File: config.mk
export PLATFORM = sky130hd
export DESIGN_NAME = msgout_tx
export DESIGN_NICKNAME = d
export VERILOG_FILES = /design/src/rtl/msgout_pkg.sv /design/src/rtl/msgout_build.sv /design/src/rtl/msgout_buf.sv /design/src/rtl/msgout_seq.sv /design/src/rtl/msgout_tx.sv
export SDC_FILE = /design/constraint.sdc
export NUM_CORES = 1
export LEC_CHECK = 0
export BUFFER_PORTS_ARGS = -buffer_cell sky130_fd_sc_hd__buf_4
export CORE_ASPECT_RATIO = 1.1
export CORE_MARGIN = 1
export CORE_UTILIZATION = 58
export CTS_BUF_LIST = sky130_fd_sc_hd__clkbuf_8
export DETAILED_ROUTE_END_ITERATION = 7
export PLACE_DENSITY = 0.83
export SYNTH_ARGS = -nofsm -noshare
export SYNTH_HDL_FRONTEND = slang
export SYNTH_HIERARCHICAL = 1
export SYNTH_SLANG_ARGS = --single-unit
File: constraint.sdc
create_clock -name clk -period 4.6 [get_ports clk]
set_input_delay 0.23 -clock clk [delete_from_list [all_inputs] [get_ports clk]]
set_output_delay 0.23 -clock clk [all_outputs]
set_load 0.05 [all_outputs]
File: src/rtl/msgout_pkg.sv
package msgout_pkg;

    localparam int BYTE_W = 8;
    localparam int LUN_W  = 3;

    typedef logic [BYTE_W-1:0] byte_t;
    typedef logic [2:0]        phase_t;

    // phase lines {MSG, C/D, I/O}
    localparam phase_t PH_MSG_OUT = 3'b110;

    localparam byte_t IDENT_FLAG = 8'h80;
    localparam byte_t DISC_PRIV  = 8'h40;
    localparam byte_t NOOP_MSG   = 8'h08;
    localparam byte_t TAG_ENABLE = 8'h20;

    typedef struct packed {
        logic [LUN_W-1:0] lun;
        logic             disc;
        logic             tag_en;
        logic [1:0]       tag_type;
        byte_t            tag;
    } cmd_t;

    typedef enum logic [1:0] {
        ST_IDLE,
        ST_ACTIVE,
        ST_DRIVE,
        ST_ACK
    } seq_st_e;

    function automatic byte_t make_identify(input cmd_t c);
        byte_t b;
        b = IDENT_FLAG | byte_t'(c.lun);
        if (c.disc) b = b | DISC_PRIV;
        return b;
    endfunction

    function automatic byte_t make_tag_code(input cmd_t c);
        return TAG_ENABLE | byte_t'(c.tag_type);
    endfunction

endpackage

File: src/rtl/msgout_build.sv
module msgout_build
    import msgout_pkg::*;
#(
    parameter int DEPTH = 3,
    localparam int LEN_W = $clog2(DEPTH + 1)
) (
    input  cmd_t                          cmd_i,
    output logic [DEPTH-1:0][BYTE_W-1:0]  img_o,
    output logic [LEN_W-1:0]              img_len_o
);

    always_comb begin
        img_len_o = cmd_i.tag_en ? LEN_W'(3) : LEN_W'(1);
    end

    for (genvar k = 0; k < DEPTH; k++) begin : g_img
        if (k == 0) begin : g_ident
            assign img_o[k] = make_identify(cmd_i);
        end else if (k == 1) begin : g_code
            assign img_o[k] = cmd_i.tag_en ? make_tag_code(cmd_i) : '0;
        end else if (k == 2) begin : g_tag
            assign img_o[k] = cmd_i.tag_en ? cmd_i.tag : '0;
        end else begin : g_pad
            assign img_o[k] = '0;
        end
    end

endmodule

File: src/rtl/msgout_buf.sv
module msgout_buf
    import msgout_pkg::*;
#(
    parameter int DEPTH = 3,
    localparam int LEN_W = $clog2(DEPTH + 1)
) (
    input  logic                          clk,
    input  logic                          rst,
    input  logic                          clear_i,
    input  logic                          nop_fill_i,
    input  logic                          load_cmd_i,
    input  logic [DEPTH-1:0][BYTE_W-1:0]  img_i,
    input  logic [LEN_W-1:0]              img_len_i,
    input  logic                          one_req_i,
    input  logic                          one_ok_i,
    input  byte_t                         one_byte_i,
    output logic [DEPTH-1:0][BYTE_W-1:0]  bytes_o,
    output logic [LEN_W-1:0]              len_o,
    output logic                          busy_err_o
);

    logic [DEPTH-1:0][BYTE_W-1:0] bytes_q;
    logic [LEN_W-1:0]             len_q;
    logic                         busy_q;
    logic                         one_take;

    assign one_take = one_req_i && one_ok_i && (len_q == '0);

    always_ff @(posedge clk) begin
        if (rst) begin
            bytes_q <= '0;
            len_q   <= '0;
            busy_q  <= 1'b0;
        end else begin
            busy_q <= one_req_i && (len_q != '0);
            if (clear_i) begin
                len_q <= '0;
            end else if (nop_fill_i) begin
                bytes_q[0] <= NOOP_MSG;
                len_q      <= LEN_W'(1);
            end else if (load_cmd_i) begin
                bytes_q <= img_i;
                len_q   <= img_len_i;
            end else if (one_take) begin
                bytes_q[0] <= one_byte_i;
                len_q      <= LEN_W'(1);
            end
        end
    end

    assign bytes_o    = bytes_q;
    assign len_o      = len_q;
    assign busy_err_o = busy_q;

endmodule

File: src/rtl/msgout_seq.sv
module msgout_seq
    import msgout_pkg::*;
#(
    parameter int DEPTH = 3,
    localparam int LEN_W = $clog2(DEPTH + 1),
    localparam int IDX_W = (DEPTH > 1) ? $clog2(DEPTH) : 1
) (
    input  logic                          clk,
    input  logic                          rst,
    input  logic                          req_i,
    input  phase_t                        phase_i,
    input  logic                          perr_i,
    input  logic [DEPTH-1:0][BYTE_W-1:0]  bytes_i,
    input  logic [LEN_W-1:0]              len_i,
    input  logic                          atn_set_i,
    output logic                          idle_ok_o,
    output logic                          clear_o,
    output logic                          nop_fill_o,
    output byte_t                         data_o,
    output logic                          ack_o,
    output logic                          atn_o,
    output logic                          done_o
);

    seq_st_e           st_q;
    logic [LEN_W-1:0]  remain_q;
    logic [IDX_W-1:0]  idx_q;
    byte_t             data_q;
    logic              atn_q;
    logic              done_q;

    logic req_ok;
    logic in_msgout;
    logic start;

    assign req_ok    = req_i && !perr_i;
    assign in_msgout = (phase_i == PH_MSG_OUT);
    assign start     = (st_q == ST_IDLE) && req_ok && in_msgout;

    assign idle_ok_o  = (st_q == ST_IDLE) && !start;
    assign nop_fill_o = start && (len_i == '0);
    assign clear_o    = (st_q == ST_ACTIVE) && req_ok && !in_msgout;

    always_ff @(posedge clk) begin
        if (rst) begin
            st_q     <= ST_IDLE;
            remain_q <= '0;
            idx_q    <= '0;
            data_q   <= '0;
            atn_q    <= 1'b0;
            done_q   <= 1'b0;
        end else begin
            done_q <= 1'b0;
            case (st_q)
                ST_IDLE: begin
                    if (atn_set_i) atn_q <= 1'b1;
                    if (start) begin
                        idx_q <= '0;
                        st_q  <= ST_ACTIVE;
                        if (len_i == '0) begin
                            remain_q <= LEN_W'(1);
                            atn_q    <= 1'b1;
                        end else begin
                            remain_q <= len_i;
                        end
                    end
                end
                ST_ACTIVE: begin
                    if (req_ok) begin
                        if (!in_msgout) begin
                            atn_q  <= 1'b0;
                            done_q <= 1'b1;
                            st_q   <= ST_IDLE;
                        end else if (remain_q == '0) begin
                            atn_q    <= 1'b1;
                            remain_q <= len_i;
                            idx_q    <= '0;
                        end else begin
                            data_q   <= bytes_i[idx_q];
                            if (remain_q == LEN_W'(1)) atn_q <= 1'b0;
                            remain_q <= remain_q - 1'b1;
                            idx_q    <= idx_q + 1'b1;
                            st_q     <= ST_DRIVE;
                        end
                    end
                end
                ST_DRIVE: st_q <= ST_ACK;
                ST_ACK: begin
                    if (!req_i) st_q <= ST_ACTIVE;
                end
                default: st_q <= ST_IDLE;
            endcase
        end
    end

    assign data_o = data_q;
    assign ack_o  = (st_q == ST_ACK);
    assign atn_o  = atn_q;
    assign done_o = done_q;

endmodule

File: src/rtl/msgout_tx.sv
module msgout_tx
    import msgout_pkg::*;
#(
    parameter int DEPTH = 3,
    localparam int LEN_W = $clog2(DEPTH + 1)
) (
    input  logic        clk,
    input  logic        rst,
    input  logic        cmd_load,
    input  logic [2:0]  cmd_lun,
    input  logic        cmd_disc,
    input  logic        cmd_tag_en,
    input  logic [1:0]  cmd_tag_type,
    input  logic [7:0]  cmd_tag,
    input  logic        one_req,
    input  logic [7:0]  one_byte,
    input  logic        bus_req,
    input  logic [2:0]  bus_phase,
    input  logic        bus_perr,
    output logic [7:0]  bus_data,
    output logic        bus_ack,
    output logic        bus_atn,
    output logic        phase_done,
    output logic        busy_err
);

    cmd_t                         cmd;
    logic [DEPTH-1:0][BYTE_W-1:0] img;
    logic [LEN_W-1:0]             img_len;
    logic [DEPTH-1:0][BYTE_W-1:0] buf_bytes;
    logic [LEN_W-1:0]             buf_len;
    logic                         idle_ok;
    logic                         clear;
    logic                         nop_fill;
    logic                         cmd_take;
    logic                         one_take;

    assign cmd = '{lun: cmd_lun, disc: cmd_disc, tag_en: cmd_tag_en,
                   tag_type: cmd_tag_type, tag: cmd_tag};

    assign cmd_take = cmd_load && idle_ok;
    assign one_take = one_req && idle_ok && !cmd_load && (buf_len == '0);

    msgout_build #(.DEPTH(DEPTH)) u_build (
        .cmd_i     (cmd),
        .img_o     (img),
        .img_len_o (img_len)
    );

    msgout_buf #(.DEPTH(DEPTH)) u_buf (
        .clk        (clk),
        .rst        (rst),
        .clear_i    (clear),
        .nop_fill_i (nop_fill),
        .load_cmd_i (cmd_take),
        .img_i      (img),
        .img_len_i  (img_len),
        .one_req_i  (one_req),
        .one_ok_i   (idle_ok && !cmd_load),
        .one_byte_i (one_byte),
        .bytes_o    (buf_bytes),
        .len_o      (buf_len),
        .busy_err_o (busy_err)
    );

    msgout_seq #(.DEPTH(DEPTH)) u_seq (
        .clk        (clk),
        .rst        (rst),
        .req_i      (bus_req),
        .phase_i    (bus_phase),
        .perr_i     (bus_perr),
        .bytes_i    (buf_bytes),
        .len_i      (buf_len),
        .atn_set_i  (cmd_take || one_take),
        .idle_ok_o  (idle_ok),
        .clear_o    (clear),
        .nop_fill_o (nop_fill),
        .data_o     (bus_data),
        .ack_o      (bus_ack),
        .atn_o      (bus_atn),
        .done_o     (phase_done)
    );

endmodule

### Word level (Yosys, flattened, before mapping)

Index checks and enable logic that the tools add are counted.

* word-level logic and storage cells: 105
* register bits after elaboration: 43
* bits of input ports: 32
* output and inout port bits: 12

* bitwise logic cells: 5
* reduce and logical (&&, ||, !) cells: 36
* order comparisons: 1
* eq/ne operators: 11
* muxes and demuxes: 38
* $add $sub $neg: 2

Operators by type and width (number)
* two-way mux 8 bit: 5
* two-way mux 2 bit: 17
* binary-select mux 8 bit (select 2 bit): 1
* logical AND 1 bit: 15
* AND reduction 4 bit: 3
* two-way mux 1 bit: 9
* case mux 2 bit (2 select lines): 2
* case mux 2 bit (4 select lines): 1
* two-way mux 7 bit: 1
* logical NOT 2 bit: 3
* two-way mux 6 bit: 1
* != test 2 x 1 -> 1 bit, second input constant: 3
* AND reduction 3 bit: 2
* nonzero test 2 bit: 3
* OR reduction 3 bit: 2
* inverter 1 bit: 5
* equality test 2 x 1 -> 1 bit, second input constant: 2
* equality test 2 bit, second input constant: 2
* logical NOT 1 bit: 4
* != test 4 bit, second input constant: 1
* equality test 3 bit, second input constant: 1
* < comparator 2 x 3 -> 1 bit, second input constant: 1
* != test 3 bit, second input constant: 1
* nonzero test 3 bit: 1
* other kinds (7): 7

### Longest topological paths before layout

* depth after elaboration: 14
* gate-level depth with buffers: 10
* depth with buffers taken out: 8

### Modules after synthesis

Netlist, hierarchy kept.

Modules (own cells, without submodules)
* msgout_buf: area an instance 1166.1 um^2, times used 1, sequential area each 540.5 um^2, cells each 128
* msgout_seq: area an instance 1016.0 um^2, times used 1, sequential area each 320.3 um^2, cells each 119
* msgout_build: area an instance 190.2 um^2, times used 1, sequential area each 0.0 um^2, cells each 28
* msgout_tx: area an instance 30.0 um^2, times used 1, sequential area each 0.0 um^2, cells each 4

### Worst setup path after synthesis

OpenSTA, ideal clock, no wires.

* path kind: register to register
* from: register u_seq.st_q[0]
* to: register u_buf.bytes_q (netlist bit u_buf/bytes_o[10])
* setup slack: 2.608 ns
* required time: 4.468 ns
* library setup time: 0.132 ns
* path buffers: 3
* period minus slack after synthesis: 1.992 ns
* cell stages (with the launch flop): 11
* arrival: 1.860 ns
* cell sequence: dfxtp_1 inv_1 ha_1 nor3b_1 and3_1 buf_6 or3b_1 buf_2 buf_6 nand2_1 a21oi_1

* elaborated cells on any way between the ends: 13
* classes of those cells: eq/ne (1); bitwise (2); reduce/logical (10)

RTL lines
* from (decl): line msgout_seq.sv:25 `seq_st_e st_q;`
* from (signal assigned): line msgout_seq.sv:46 `st_q <= ST_IDLE;`
* from (signal assigned): line msgout_seq.sv:59 `st_q <= ST_ACTIVE;`
* from (signal assigned): line msgout_seq.sv:73 `st_q <= ST_IDLE;`
* logical NOT 2 bit: line msgout_seq.sv:38 `assign start = (st_q == ST_IDLE) && req_ok && in_msgout;`
* logical AND 1 bit (2 in a row): line msgout_seq.sv:38
* logical AND 1 bit: line msgout_seq.sv:41 `assign nop_fill_o = start && (len_i == '0);`
* via nop_fill: line msgout_tx.sv:34 `logic nop_fill;`
* inverter 1 bit (no source line)
* AND reduction 3 bit (no source line)
* to (signal assigned): line msgout_buf.sv:42 `bytes_q <= img_i;`
* to (decl): line msgout_buf.sv:22 `logic [DEPTH-1:0][BYTE_W-1:0] bytes_q;`

The timed path passes the listed nets, and every way through them passes these cells.
A chain may end at the register's enable or synchronous reset.

### Worst setup path after layout

* from: register u_seq.st_q[0]
* to: register u_buf.bytes_q (netlist bit u_buf/bytes_o[23])

The elaborated chain is that of the path after synthesis.

==> impl_metrics.env <==
export IMPL_synth_top_area_cell="dfxtp_1"
export IMPL_grt_pass1_vias=1715
export IMPL_vias_per_cell=5.30
export IMPL_cp_slowest_cell="or3b_1"
export IMPL_power_total_mw=1.04
export IMPL_crit_chain="inv_1, ha_1, nor3b_1, and3_1, or3b_1, nand2_1, a21oi_1"
export IMPL_fin_nets=342
export IMPL_mostFrequentLayoutCells="buf_4, dfxtp_1, nand2_1, a21oi_1, nor2_1"
export IMPL_routabilityCongestion=0.777
export IMPL_ys_seq_elements=43
export IMPL_port_buffers=43
export IMPL_netlist_area_mm2=0.00240
export IMPL_outcome="completed"
export IMPL_synth_top_cell_area_share_pct=35.8
export IMPL_ir_drop_v=0.000226
export IMPL_postRouteAntennaNets=0
export IMPL_synth_seq_area_share_pct=35.8
export IMPL_r2r_start="u_seq/st_q[0]"
export IMPL_synth_area_top_cells="dfxtp_1, mux2i_1, a21oi_1"
export IMPL_synthCells=279
export IMPL_die_h_um=69.5
export IMPL_grt_max_degree=49
export IMPL_drive_above_1_share_pct=23.9
export IMPL_std_cell_rows=24
export IMPL_finalWorstSetupSlack_ns=2.22
export IMPL_hp_start="one_req"
export IMPL_vias=1899
export IMPL_max_freq_mhz=420
export IMPL_dp_hpwl_mm=3.09
export IMPL_crit_start="u_seq/st_q[0]"
export IMPL_clock_latency_ns=0.30
export IMPL_synth_edf_count=0
export IMPL_hold_path_depth=2
export IMPL_worst_path_stages=7
export IMPL_postCtsHoldBufs=0
export IMPL_globalRouteOverflowTotal=0
export IMPL_maxCapViolCount=0
export IMPL_clock_sinks=43
export IMPL_maxSlewViolCount=0
export IMPL_core_region_area_mm2=0.00396
export IMPL_io_pins=44
export IMPL_initial_core_util_pct=60.6
export IMPL_grt_use_total_pct=21.6
export IMPL_period_share_pct=51.7
export IMPL_slew_headroom_pct=54.0
export IMPL_wirelength_mm=4.44
export IMPL_utilization_pct=69.1
export IMPL_synth_cell_type_count=44
export IMPL_crit_family="simple AND/OR/NAND/NOR gates"
export IMPL_min_period_ns=2.38
export IMPL_tns_ns=0
export IMPL_clock_path_buffers=2
export IMPL_ys_warnings_count=6
export IMPL_crit_path_start_kind="flip-flop"
export IMPL_dieArea_mm2=0.00440
export IMPL_crit_arrival_ns=2.60
export IMPL_cts_made_buffers=5
export IMPL_drc=0
export IMPL_worstPathRequired_ns=4.83
export IMPL_antenna_cells=0
export IMPL_cts_tree="built"
export IMPL_wl_per_cell_um=12.4
export IMPL_power_leakage_nw=1.13
export IMPL_hp_class="input port to flip-flop"
export IMPL_r2r_cells=7
export IMPL_cts_setup_buffers=0
export IMPL_clk_pin_slew_ns=0.09
export IMPL_syn_avg_cell_area_um2=8.61
export IMPL_drt_initial_drc_count=137
export IMPL_rsz0062_at_grt="false"
export IMPL_hold_viol=0
export IMPL_power_per_cell_area_mw_per_mm2=381
export IMPL_post_cts_resized=0
export IMPL_setup_viol=0
export IMPL_die_w_um=63.4
export IMPL_critPathMaxStageDelay_ns=0.50
export IMPL_fin_skew_ns=0.00826
export IMPL_antenna_found_initial=0
export IMPL_synth_main_ff_cell="dfxtp_1"
export IMPL_drt_first_pass_iters=6
export IMPL_pre_cts_slack_ns=2.33
export IMPL_grt_pass1_wl_mm=7.57
export IMPL_critical_path_class="flip-flop to flip-flop"
export IMPL_cp_buffers_inverters=1
export IMPL_cp_end_kind="flip-flop"
export IMPL_cts_htree_levels=2
export IMPL_crit_fanout=16
export IMPL_root_buffer="clkbuf_8"
export IMPL_syn2layout_area_growth_pct=14.0
export IMPL_tightest_slew_ns=0.689
export IMPL_async_reset_ff_share_pct=0
==> power breakdown <==
part / total [mW] / switching [mW] / internal [mW] / leakage (nW)
Clock: 0.344 / 0.130 / 0.215 / 0.0695
Sequential: 0.432 / 0.0245 / 0.407 / 0.351
Combinational: 0.266 / 0.145 / 0.121 / 0.706
==> sequential cells by signal, indices dropped and copies added, names as in the netlist <==
register          cells
u_seq/st_q            2
u_buf/len_o           2
u_seq/idx_q           2
u_buf/busy_err_o      1
u_seq/data_o          8
u_seq/atn_o           1
u_seq/remain_q        2
u_seq/done_o          1
u_buf/bytes_o        24
==> cell type report <==
cell class	instances	area, µm²
clock buffer	5	68.8
tap	52	65.1
clock inverter	3	63.8
fill	349	1230
timing repair buffer	43	323
multi-input combinational	207	1340
sequential	43	861
inverter	5	18.8
==> cells in the mapped netlist (2+ instances only) <==
cell type	number
and2_1	10
nand2_1	41
dfxtp_1	43
nand2b_1	11
a21oi_1	31
nor2_1	25
mux2i_1	18
nor3b_1	4
buf_4	18
a211oi_1	7
mux2_2	10
inv_1	5
buf_6	3
nor3_1	4
nor3b_4	2
buf_2	4
nor2b_1	2
ha_1	5
conb_1	2
o21ai_0	2
clkbuf_1	6
and2b_2	2
nor4_1	3
==> metrics by stage <==
stage / hold slack (ns) / std cells / cell area [µm²]
floorplan: 0.395 / 287 / 2430
global placement: 0.442 / 350 / 2610
detailed placement: 0.446 / 350 / 2610
CTS: 0.216 / 358 / 2740
global route: 0.217 / 358 / 2740
finish: 0.218 / 358 / 2740
==> routing by layer <==
metal,routed length [µm],part of all wire (%),global-route usage (%),up-vias
met5,0,0,0,-
met4,82,1.8,9.34,0
met3,198,4.5,3.45,7
met2,2150,48,34.4,56
met1,2020,45,28.7,861
li1,-,-,-,975
==> path summary, 6_finish.rpt <==
check | slack, ns | endpoint
max | 2.22 | u_buf/bytes_o[23]
min | 0.22 | u_buf/busy_err_o
max reg2reg | 2.22 | u_buf/bytes_o[23]
min reg2reg | 0.45 | u_buf/bytes_o[10]
==> worst register-to-register path: stages (launching register included) <==
cell     delay (ns)
dfxtp_1        0.34
inv_1          0.12
ha_1           0.25
nor3b_1        0.35
and3_1         0.47
or3b_1         0.51
nand2_1        0.10
a21oi_1        0.17
==> logic make-up after synthesis <==
kind of cell               share of synthesized area [%]
DFF                                                 35.8
buffers and inverters                               9.74
and+or+nand+nor                                     24.9
adders and majority gates                           2.60
muxes                                               12.2
other                                              0.313
AOI/OAI and AO/OA                                   14.4
No activity file was read; power rests on OpenSTA's default activity.
